**src/rtl/adc_seq_pkg.sv**
```systemverilog
package adc_seq_pkg;
  localparam int CTRL_W = 8;

  typedef enum logic [1:0] {
    PS_ACTIVE   = 2'd0,
    PS_STANDBY  = 2'd1,
    PS_SHUTDOWN = 2'd2
  } pwr_e;

  typedef enum logic [1:0] {
    PH_IDLE,
    PH_ACQ_SELF,
    PH_ACQ_HOST,
    PH_CONV
  } phase_e;

  // control word, bit 7 down to bit 0
  typedef struct packed {
    logic [1:0] pmode;
    logic       host_acq;
    logic       single;
    logic       uni;
    logic [2:0] addr;
  } ctrl_t;
endpackage

```
**src/rtl/adc_bus_front.sv**
```systemverilog
module adc_bus_front
  import adc_seq_pkg::*;
(
  input  logic              clk,
  input  logic              rst,
  input  logic              cs_n,
  input  logic              wr_n,
  input  logic              rd_n,
  input  logic              ext_tick,
  input  logic              int_tick,
  input  logic              use_ext,
  input  logic [CTRL_W-1:0] din,
  output logic              wr_ev,
  output logic              rd_ev,
  output ctrl_t             wr_word,
  output logic              tick
);
  logic wr_q, rd_q;

  always_ff @(posedge clk) begin
    if (rst) begin
      wr_q <= 1'b1;
      rd_q <= 1'b1;
    end else begin
      wr_q <= wr_n;
      rd_q <= rd_n;
    end
  end

  assign wr_ev   = !cs_n && !wr_q && wr_n;
  assign rd_ev   = !cs_n && rd_q && !rd_n;
  assign wr_word = ctrl_t'(din);
  assign tick    = use_ext ? (ext_tick && !cs_n) : int_tick;
endmodule

```
**src/rtl/adc_seq_core.sv**
```systemverilog
module adc_seq_core
  import adc_seq_pkg::*;
#(
  parameter int ACQ_TICKS  = 4,
  parameter int CONV_TICKS = 13
) (
  input  logic       clk,
  input  logic       rst,
  input  logic       wr_ev,
  input  ctrl_t      wr_word,
  input  logic       tick,
  output logic [4:0] sel_q,
  output logic       use_ext,
  output pwr_e       pwr_q,
  output logic       tracking,
  output logic       conv_start,
  output logic       conv_step,
  output logic       corrupt,
  output logic       done_now
);
  localparam int MAXT = (CONV_TICKS > ACQ_TICKS) ? CONV_TICKS : ACQ_TICKS;
  localparam int CW   = $clog2(MAXT) + 1;
  localparam logic [CW-1:0] ACQ_LAST  = CW'(ACQ_TICKS - 1);
  localparam logic [CW-1:0] CONV_LAST = CW'(CONV_TICKS - 1);

  phase_e        phase;
  logic [CW-1:0] cnt;

  assign done_now = !wr_ev && tick && (phase == PH_CONV) && (cnt == CONV_LAST);

  always_ff @(posedge clk) begin
    if (rst) begin
      phase      <= PH_IDLE;
      cnt        <= '0;
      sel_q      <= '0;
      use_ext    <= 1'b1;
      pwr_q      <= PS_ACTIVE;
      tracking   <= 1'b0;
      conv_start <= 1'b0;
      conv_step  <= 1'b0;
      corrupt    <= 1'b0;
    end else begin
      conv_start <= 1'b0;
      conv_step  <= 1'b0;
      if (wr_ev) begin
        sel_q   <= wr_word[4:0];
        corrupt <= 1'b0;
        cnt     <= '0;
        if (wr_word.pmode[1]) use_ext <= wr_word.pmode[0];
        case (wr_word.pmode)
          2'b00:   pwr_q <= PS_SHUTDOWN;
          2'b01:   pwr_q <= PS_STANDBY;
          default: pwr_q <= PS_ACTIVE;
        endcase
        if (phase == PH_ACQ_HOST && !wr_word.host_acq) begin
          phase      <= PH_CONV;
          tracking   <= 1'b0;
          conv_start <= 1'b1;
          corrupt    <= (wr_word[4:0] != sel_q);
        end else if (!wr_word.pmode[1]) begin
          phase    <= PH_IDLE;
          tracking <= 1'b0;
        end else if (wr_word.host_acq) begin
          phase    <= PH_ACQ_HOST;
          tracking <= 1'b1;
        end else begin
          phase    <= PH_ACQ_SELF;
          tracking <= 1'b1;
        end
      end else if (tick) begin
        case (phase)
          PH_ACQ_SELF: begin
            if (cnt == ACQ_LAST) begin
              phase      <= PH_CONV;
              cnt        <= '0;
              tracking   <= 1'b0;
              conv_start <= 1'b1;
            end else begin
              cnt <= cnt + 1'b1;
            end
          end
          PH_CONV: begin
            conv_step <= 1'b1;
            if (cnt == CONV_LAST) begin
              phase <= PH_IDLE;
              cnt   <= '0;
            end else begin
              cnt <= cnt + 1'b1;
            end
          end
          default: ;
        endcase
      end
    end
  end
endmodule

```
**src/rtl/adc_result_port.sv**
```systemverilog
module adc_result_port #(
  parameter int DATA_W = 12
) (
  input  logic              clk,
  input  logic              rst,
  input  logic              cs_n,
  input  logic              rd_n,
  input  logic              wr_ev,
  input  logic              rd_ev,
  input  logic              done_now,
  input  logic              corrupt,
  input  logic [DATA_W-1:0] sar_result,
  output logic [DATA_W-1:0] dout,
  output logic              oe,
  output logic              int_n
);
  logic [DATA_W-1:0] res_q;

  always_ff @(posedge clk) begin
    if (rst) begin
      res_q <= '0;
      int_n <= 1'b1;
    end else if (wr_ev) begin
      int_n <= 1'b1;
    end else if (done_now && !corrupt) begin
      res_q <= sar_result;
      int_n <= 1'b0;
    end else if (rd_ev) begin
      int_n <= 1'b1;
    end
  end

  assign oe   = !cs_n && !rd_n;
  assign dout = res_q;
endmodule

```
**src/rtl/adc_bus_seq.sv**
```systemverilog
module adc_bus_seq
  import adc_seq_pkg::*;
#(
  parameter int DATA_W     = 12,
  parameter int ACQ_TICKS  = 4,
  parameter int CONV_TICKS = 13
) (
  input  logic              clk,
  input  logic              rst,
  input  logic              cs_n,
  input  logic              wr_n,
  input  logic              rd_n,
  input  logic [7:0]        bus_din,
  output logic [DATA_W-1:0] bus_dout,
  output logic              bus_oe,
  output logic              int_n,
  input  logic              ext_tick,
  input  logic              int_tick,
  input  logic [DATA_W-1:0] sar_result,
  output logic              tracking,
  output logic              conv_start,
  output logic              conv_step,
  output logic [2:0]        ch_addr,
  output logic              single_ended,
  output logic              unipolar,
  output logic              clk_ext,
  output logic [1:0]        pwr_state,
  output logic              corrupt
);
  logic       wr_ev, rd_ev, tick, done_now;
  ctrl_t      wr_word;
  logic [4:0] sel_q;
  pwr_e       pwr_q;

  adc_bus_front u_front (
    .clk(clk), .rst(rst), .cs_n(cs_n), .wr_n(wr_n), .rd_n(rd_n),
    .ext_tick(ext_tick), .int_tick(int_tick), .use_ext(clk_ext),
    .din(bus_din), .wr_ev(wr_ev), .rd_ev(rd_ev), .wr_word(wr_word),
    .tick(tick)
  );

  adc_seq_core #(.ACQ_TICKS(ACQ_TICKS), .CONV_TICKS(CONV_TICKS)) u_core (
    .clk(clk), .rst(rst), .wr_ev(wr_ev), .wr_word(wr_word), .tick(tick),
    .sel_q(sel_q), .use_ext(clk_ext), .pwr_q(pwr_q), .tracking(tracking),
    .conv_start(conv_start), .conv_step(conv_step), .corrupt(corrupt),
    .done_now(done_now)
  );

  adc_result_port #(.DATA_W(DATA_W)) u_port (
    .clk(clk), .rst(rst), .cs_n(cs_n), .rd_n(rd_n), .wr_ev(wr_ev),
    .rd_ev(rd_ev), .done_now(done_now), .corrupt(corrupt),
    .sar_result(sar_result), .dout(bus_dout), .oe(bus_oe), .int_n(int_n)
  );

  assign single_ended = sel_q[4];
  assign unipolar     = sel_q[3];
  assign ch_addr      = sel_q[2:0];
  assign pwr_state    = pwr_q;
endmodule

```
**config.mk**
```make
export PLATFORM = sky130hd
export DESIGN_NAME = adc_bus_seq
export DESIGN_NICKNAME = d
export VERILOG_FILES = /design/src/rtl/adc_seq_pkg.sv /design/src/rtl/adc_bus_front.sv /design/src/rtl/adc_seq_core.sv /design/src/rtl/adc_result_port.sv /design/src/rtl/adc_bus_seq.sv
export SDC_FILE = /design/constraint.sdc
export NUM_CORES = 1
export LEC_CHECK = 0
export CORE_ASPECT_RATIO = 0.8
export CORE_MARGIN = 2
export CORE_UTILIZATION = 45
export CTS_CLUSTER_SIZE = 25
export DETAILED_ROUTE_END_ITERATION = 16
export PLACE_DENSITY_LB_ADDON = 0.2
export SLEW_MARGIN = 25
export SYNTH_ARGS = -nofsm -noshare
export SYNTH_HDL_FRONTEND = slang
export SYNTH_SLANG_ARGS = --single-unit
```
**constraint.sdc**
```tcl
create_clock -name clk -period 1.9 [get_ports clk]
set_input_delay 0.38 -clock clk [delete_from_list [all_inputs] [get_ports clk]]
set_output_delay 0.38 -clock clk [all_outputs]
set_load 0.02 [all_outputs]
```
# == After elaboration in Yosys (flattened, before gate mapping) ==
# Cells that the tools add are included.
# Widths: inputs -> output; s select.
# totals
register_bits,34
in_bits,27
output_inout_bits,26
word_cells,84
# op_classes
addsub,1
n_eq_ne,9
n_mux,28
bitwise,2
reduce_logical,31
# op_table
cell,n
$mux 1,16
$mux 2,7
$logic_and 1x1->1,11
$mux 5,2
$pmux 5 s2,1
$reduce_bool 2->1,5
$pmux 2 s2,2
$logic_not 1->1,6
$reduce_and 2->1,3
$add 5x1->5 const B,1
$eq 5x2->1 const B,1
$eq 5x4->1 const B,1
$ne 5x5->1,1
$eq 2x1->1 const B,2
$eq 2x2->1 const B,2
$reduce_and 4->1,1
$ne 3x1->1 const B,1
$ne 3x2->1 const B,1
$reduce_and 3->1,1
$reduce_bool 3->1,1
$reduce_or 3->1,1
$logic_not 2->1,1
$not 1->1,2
$reduce_or 2->1,1

# == Logic depth before layout (Yosys ltp) ==
# logic_depth
word_depth,9
depth_mapped,7
depth_no_buf,6

# == Hierarchy ==
# From an unflattened synthesis, not the netlist that was laid out.
# unflattened
cells_unflattened,178
hier_area_um2,1651.6
# modules_own_cells
module,instances,cells_each,area_each_um2,seq_area_each_um2
adc_seq_core,1,103,913.4,380.4
adc_result_port,1,58,594.3,260.2
adc_bus_front,1,17,143.9,40.0

# == Least setup slack after synthesis ==
# Ideal clock, no wire load.
# synth_path
path_kind,register to register
from,reg u_core.use_ext
to,"reg u_port.res_q[10], in the netlist u_port.dout[10]"
setup_ns,0.072
arrival_ns,1.530
required_ns,1.828
setup_slack_ns,0.298
path_stages_with_launch,6
n_path_buf,1
period_less_slack_ns,1.602
path_cell_list,dfxtp_1 -> and4b_4 -> nor2_2 -> nor4_4 -> buf_6 -> mux2i_1
# synth_between
elab_chain_cells,6
# synth_lines
element,line_no,source
start: declaration,adc_seq_core.sv:13,"output logic use_ext,"
start signal: assignment,adc_seq_core.sv:49,if (wr_word.pmode[1]) use_ext <= wr_word.pmode[0];
$mux 1,adc_bus_front.sv:33,assign tick = use_ext ? (ext_tick && !cs_n) : int_tick;
$logic_and 1x1->1 (3 in a row),adc_seq_core.sv:29,assign done_now = !wr_ev && tick && (phase == PH_CONV) && (cnt == CONV_LAST);
$logic_and 1x1->1,adc_result_port.sv:25,end else if (done_now && !corrupt) begin
$reduce_and 2->1 (no source line),-,
end signal: assignment,adc_result_port.sv:26,res_q <= sar_result;
end: declaration,adc_result_port.sv:17,logic [DATA_W-1:0] res_q;
# No other way between the ends.
# A chain may end at the register's enable or synchronous reset.

# == Worst setup path in the final report ==
# layout_path
from,in cs_n
to,"reg u_port.res_q[10], in the netlist u_port.dout[10]"
# layout_between
elab_chain_cells,9
elab_cells_between_ends,12
classes_between,1 x mux; 1 x bitwise; 10 x reduce/logical
# layout_lines
element,line_no,source
start: declaration,adc_bus_seq.sv:10,"input logic cs_n,"
$logic_not 1->1 (*),"adc_bus_front.sv:30, adc_bus_front.sv:33",
$logic_and 1x1->1 (2 in a row),adc_bus_front.sv:30,assign wr_ev = !cs_n && !wr_q && wr_n;
$logic_not 1->1,adc_seq_core.sv:29,
$logic_and 1x1->1 (3 in a row),adc_seq_core.sv:29,
$logic_and 1x1->1,adc_result_port.sv:25,
$reduce_and 2->1 (no source line) (*),-,
# Every way passes the cells marked *; elsewhere a longest branch is shown, timed or not.

==> flow_metrics.tcl <==
set metrics [dict create \
    grt_pass1_wl_um 5880 \
    final_common_cell "clkdlybuf4s50_1" \
    internal-power_uw 1100 \
    worstPathRequired_ns 2.10 \
    hold_viol 0 \
    synth_top_family_by_area "simple AND/OR/NAND/NOR gates" \
    cts.sinks 34 \
    drt_iter0_markers 43 \
    grt.overflow.total 0 \
    arrival_ns 1.98 \
    synthMuxAreaShare 0.0833 \
    final_cell_mix "51 x clkdlybuf4s50_1, 34 x dfxtp_1, 25 x nand2b_1" \
    total_leakage_power_uw 0.000799 \
    diodes 0 \
    p_seq_frac 0.514 \
    max_cap_viol_count 0 \
    worst_slew_pin_slew_ns 0.416 \
    ant_nets 0 \
    finalSetupViolCount 0 \
    htree_num_levels 2 \
    slew_headroom 0.720 \
    use_met1 0.235 \
    clockRootBuffer "clkbuf_8" \
    synth_edf_count 0 \
    cts.path.max_buffers 2 \
    power.share.clock 0.388 \
    async_flop_share 0 \
    fin_hold_ws_ns 0.467 \
    pre_cts_ws_ns -0.190 \
    numPortBuffers 52 \
    antenna_found_initial 0 \
    power_frac_comb 0.098 \
    grt.met2_usage 0.309 \
    cp-start-kind "primary input" \
    vias_per_cell 5.07 \
    clock_latency_ns 0.28 \
    r2r_cells 5 \
    cp_max_fo 13 \
    synth_area_um2 1560 \
    p_sw_frac 0.224 \
    core.rowCount 19 \
    rsz0062_at_grt "false" \
    core_um2 3380 \
    cts_inserted_buffers 5 \
    die_h_um 56.7 \
    peakVddDrop_v 0.000410 \
    ys_ff_latch 34 \
    cts_tree "done" \
    synth-xor-area-share 0.0505 \
    fmax_mhz 561 \
    ios 53 \
    fin_ws_ns 0.117 \
    power_density_nw_per_um2 625 \
    final_util 0.669 \
    reg2reg_setup_slack_ns 0.21 \
    finalCritPeriodShare 0.939 \
    hp-class "reg -> reg" \
    grt.busiest_layer "met2" \
    fin_worst_skew_ns 0.00517 \
    worstSetupPathType "in -> reg" \
    use_met3 0.0646 \
    yosysWarnings 0 \
    die_x_um 69.9 \
    hold_path_depth 2 \
    initial_core_util 0.463 \
    outcome "finished, final reports clean" \
    clk_pin_slew_ns 0.07 \
    synth_compound_area_frac 0.108 \
    syn_area_per_cell_um2 9.24 \
    synth_simple_gate_area_frac 0.276 \
    synth.distinct_cells 37 \
    dieArea_um2 3960 \
    slew_viol_final 0 \
    grt_pass1_vias 1265 \
    grt_usage 0.189 \
    syn2layout_area_growth_pct 44.6 \
    yosysSeqAreaShare 0.436 \
    drive_gt1_frac 0.0961 \
    power_uw 1410 \
    syn-num-nets 198 \
    routedWlPerCell_um 12.9 \
    post-route-drc-count 0 \
    synth_ff_type "dfxtp_1" \
    end_kind "register" \
    num_vias 1373 \
    dr.pass1.iters 4 \
    drt-total-wl_um 3510 \
    synthAdderAreaFrac 0.0160 \
    p_switching_uw 316 \
    min_period_ns 1.78 \
    fin_nets 257 \
    dp_hpwl_um 2600 \
    synthCells 169 \
    gp_congestion 0.828 \
    grt_max_degree 27 \
]
-- synth_stat cells, drive strengths merged, types with 2 or more instances --
cell type,number,area [um2]
nand3b,2,15.0
mux2i,13,130
or2,2,12.5
clkbuf,5,18.8
nand3,4,20.0
inv,3,11.3
nand2,18,67.6
ha,2,25.0
and4b,2,23.8
o21ai,5,25.0
a21oi,14,70.1
xnor2,6,52.6
and3,2,12.5
xor2,3,26.3
dfxtp,34,681
buf,2,16.3
nor2,9,36.3
o211ai,3,22.5
nand2b,25,156
-- stage by stage --
step | cells | setup TNS, ns | instance area [um2]
3_5_place_dp | 263 | -2.34 | 2160
2_1_floorplan | 169 | 0 | 1560
6_report | 271 | 0 | 2260
5_1_grt | 271 | 0 | 2260
4_1_cts | 271 | 0 | 2260
3_3_place_gp | 263 | -1.75 | 2160
-- worst max-delay path, cell delays in order --
cell	delay, ns
clkdlybuf4s50_1	0.50
and4b_4	0.38
nor2_2	0.06
nor4_4	0.26
buf_12	0.20
mux2i_1	0.21
-- worst paths after layout --
kind	start	to
worst max-delay path	cs_n	u_port.dout[10]$_SDFFE_PP0P_
worst min-delay path	u_core.pwr_q[0]$_SDFFE_PP0P_	u_core.pwr_q[0]$_SDFFE_PP0P_
worst max register to register	u_core.cnt[0]$_SDFFE_PP0P_	u_core.tracking$_SDFFE_PP0P_
worst min register to register	u_core.pwr_q[0]$_SDFFE_PP0P_	u_core.pwr_q[0]$_SDFFE_PP0P_
-- power groups by stage --
stage,registers [uW],clock network [uW],logic (uW)
finish,726,548,138
detailed placement,742,0,139
global route,727,598,149
CTS,726,559,139
floorplan,746,0,50.8
global placement,742,0,136
-- timing repair --
| action | in CTS | in global routing |
|---|---|---|
| hold buffers | 0 | 0 |
| endpoints found under the setup margin | 1 | 0 |
| gates resized for setup | 1 | 0 |
| setup buffers | 0 | 0 |
-- logic make-up after synthesis --
kind of cell,count (synthesis)
fa+ha+maj,2
flops,34
buf+inv,10
compound gates,28
simple gates,73
mux,13
xor+xnor,9
-- layer usage --
layer	share of wire	up-vias
met5	0	-
met4	0.0091	0
met3	0.047	4
met2	0.47	31
met1	0.47	645
li1	-	693
-- registers in the layout, summed over array words and instances, names as in the netlist --
name               flops
u_core.conv_start      1
u_core.cnt             5
u_core.use_ext         1
u_core.tracking        1
u_port.int_n           1
u_port.dout           12
u_front.wr_q           1
u_core.pwr_q           2
u_core.sel_q           5
u_front.rd_q           1
u_core.phase           2
u_core.corrupt         1
u_core.conv_step       1
-- final cells by class --
class,count,area (um2)
clock buffer,6,82.6
clock inverter,2,12.5
fill,274,1120
inverter,3,11.3
multi-input combinational,125,835
sequential,34,681
tap,42,52.6
timing repair buffer,59,584
Power figures use the tool's default switching activity.
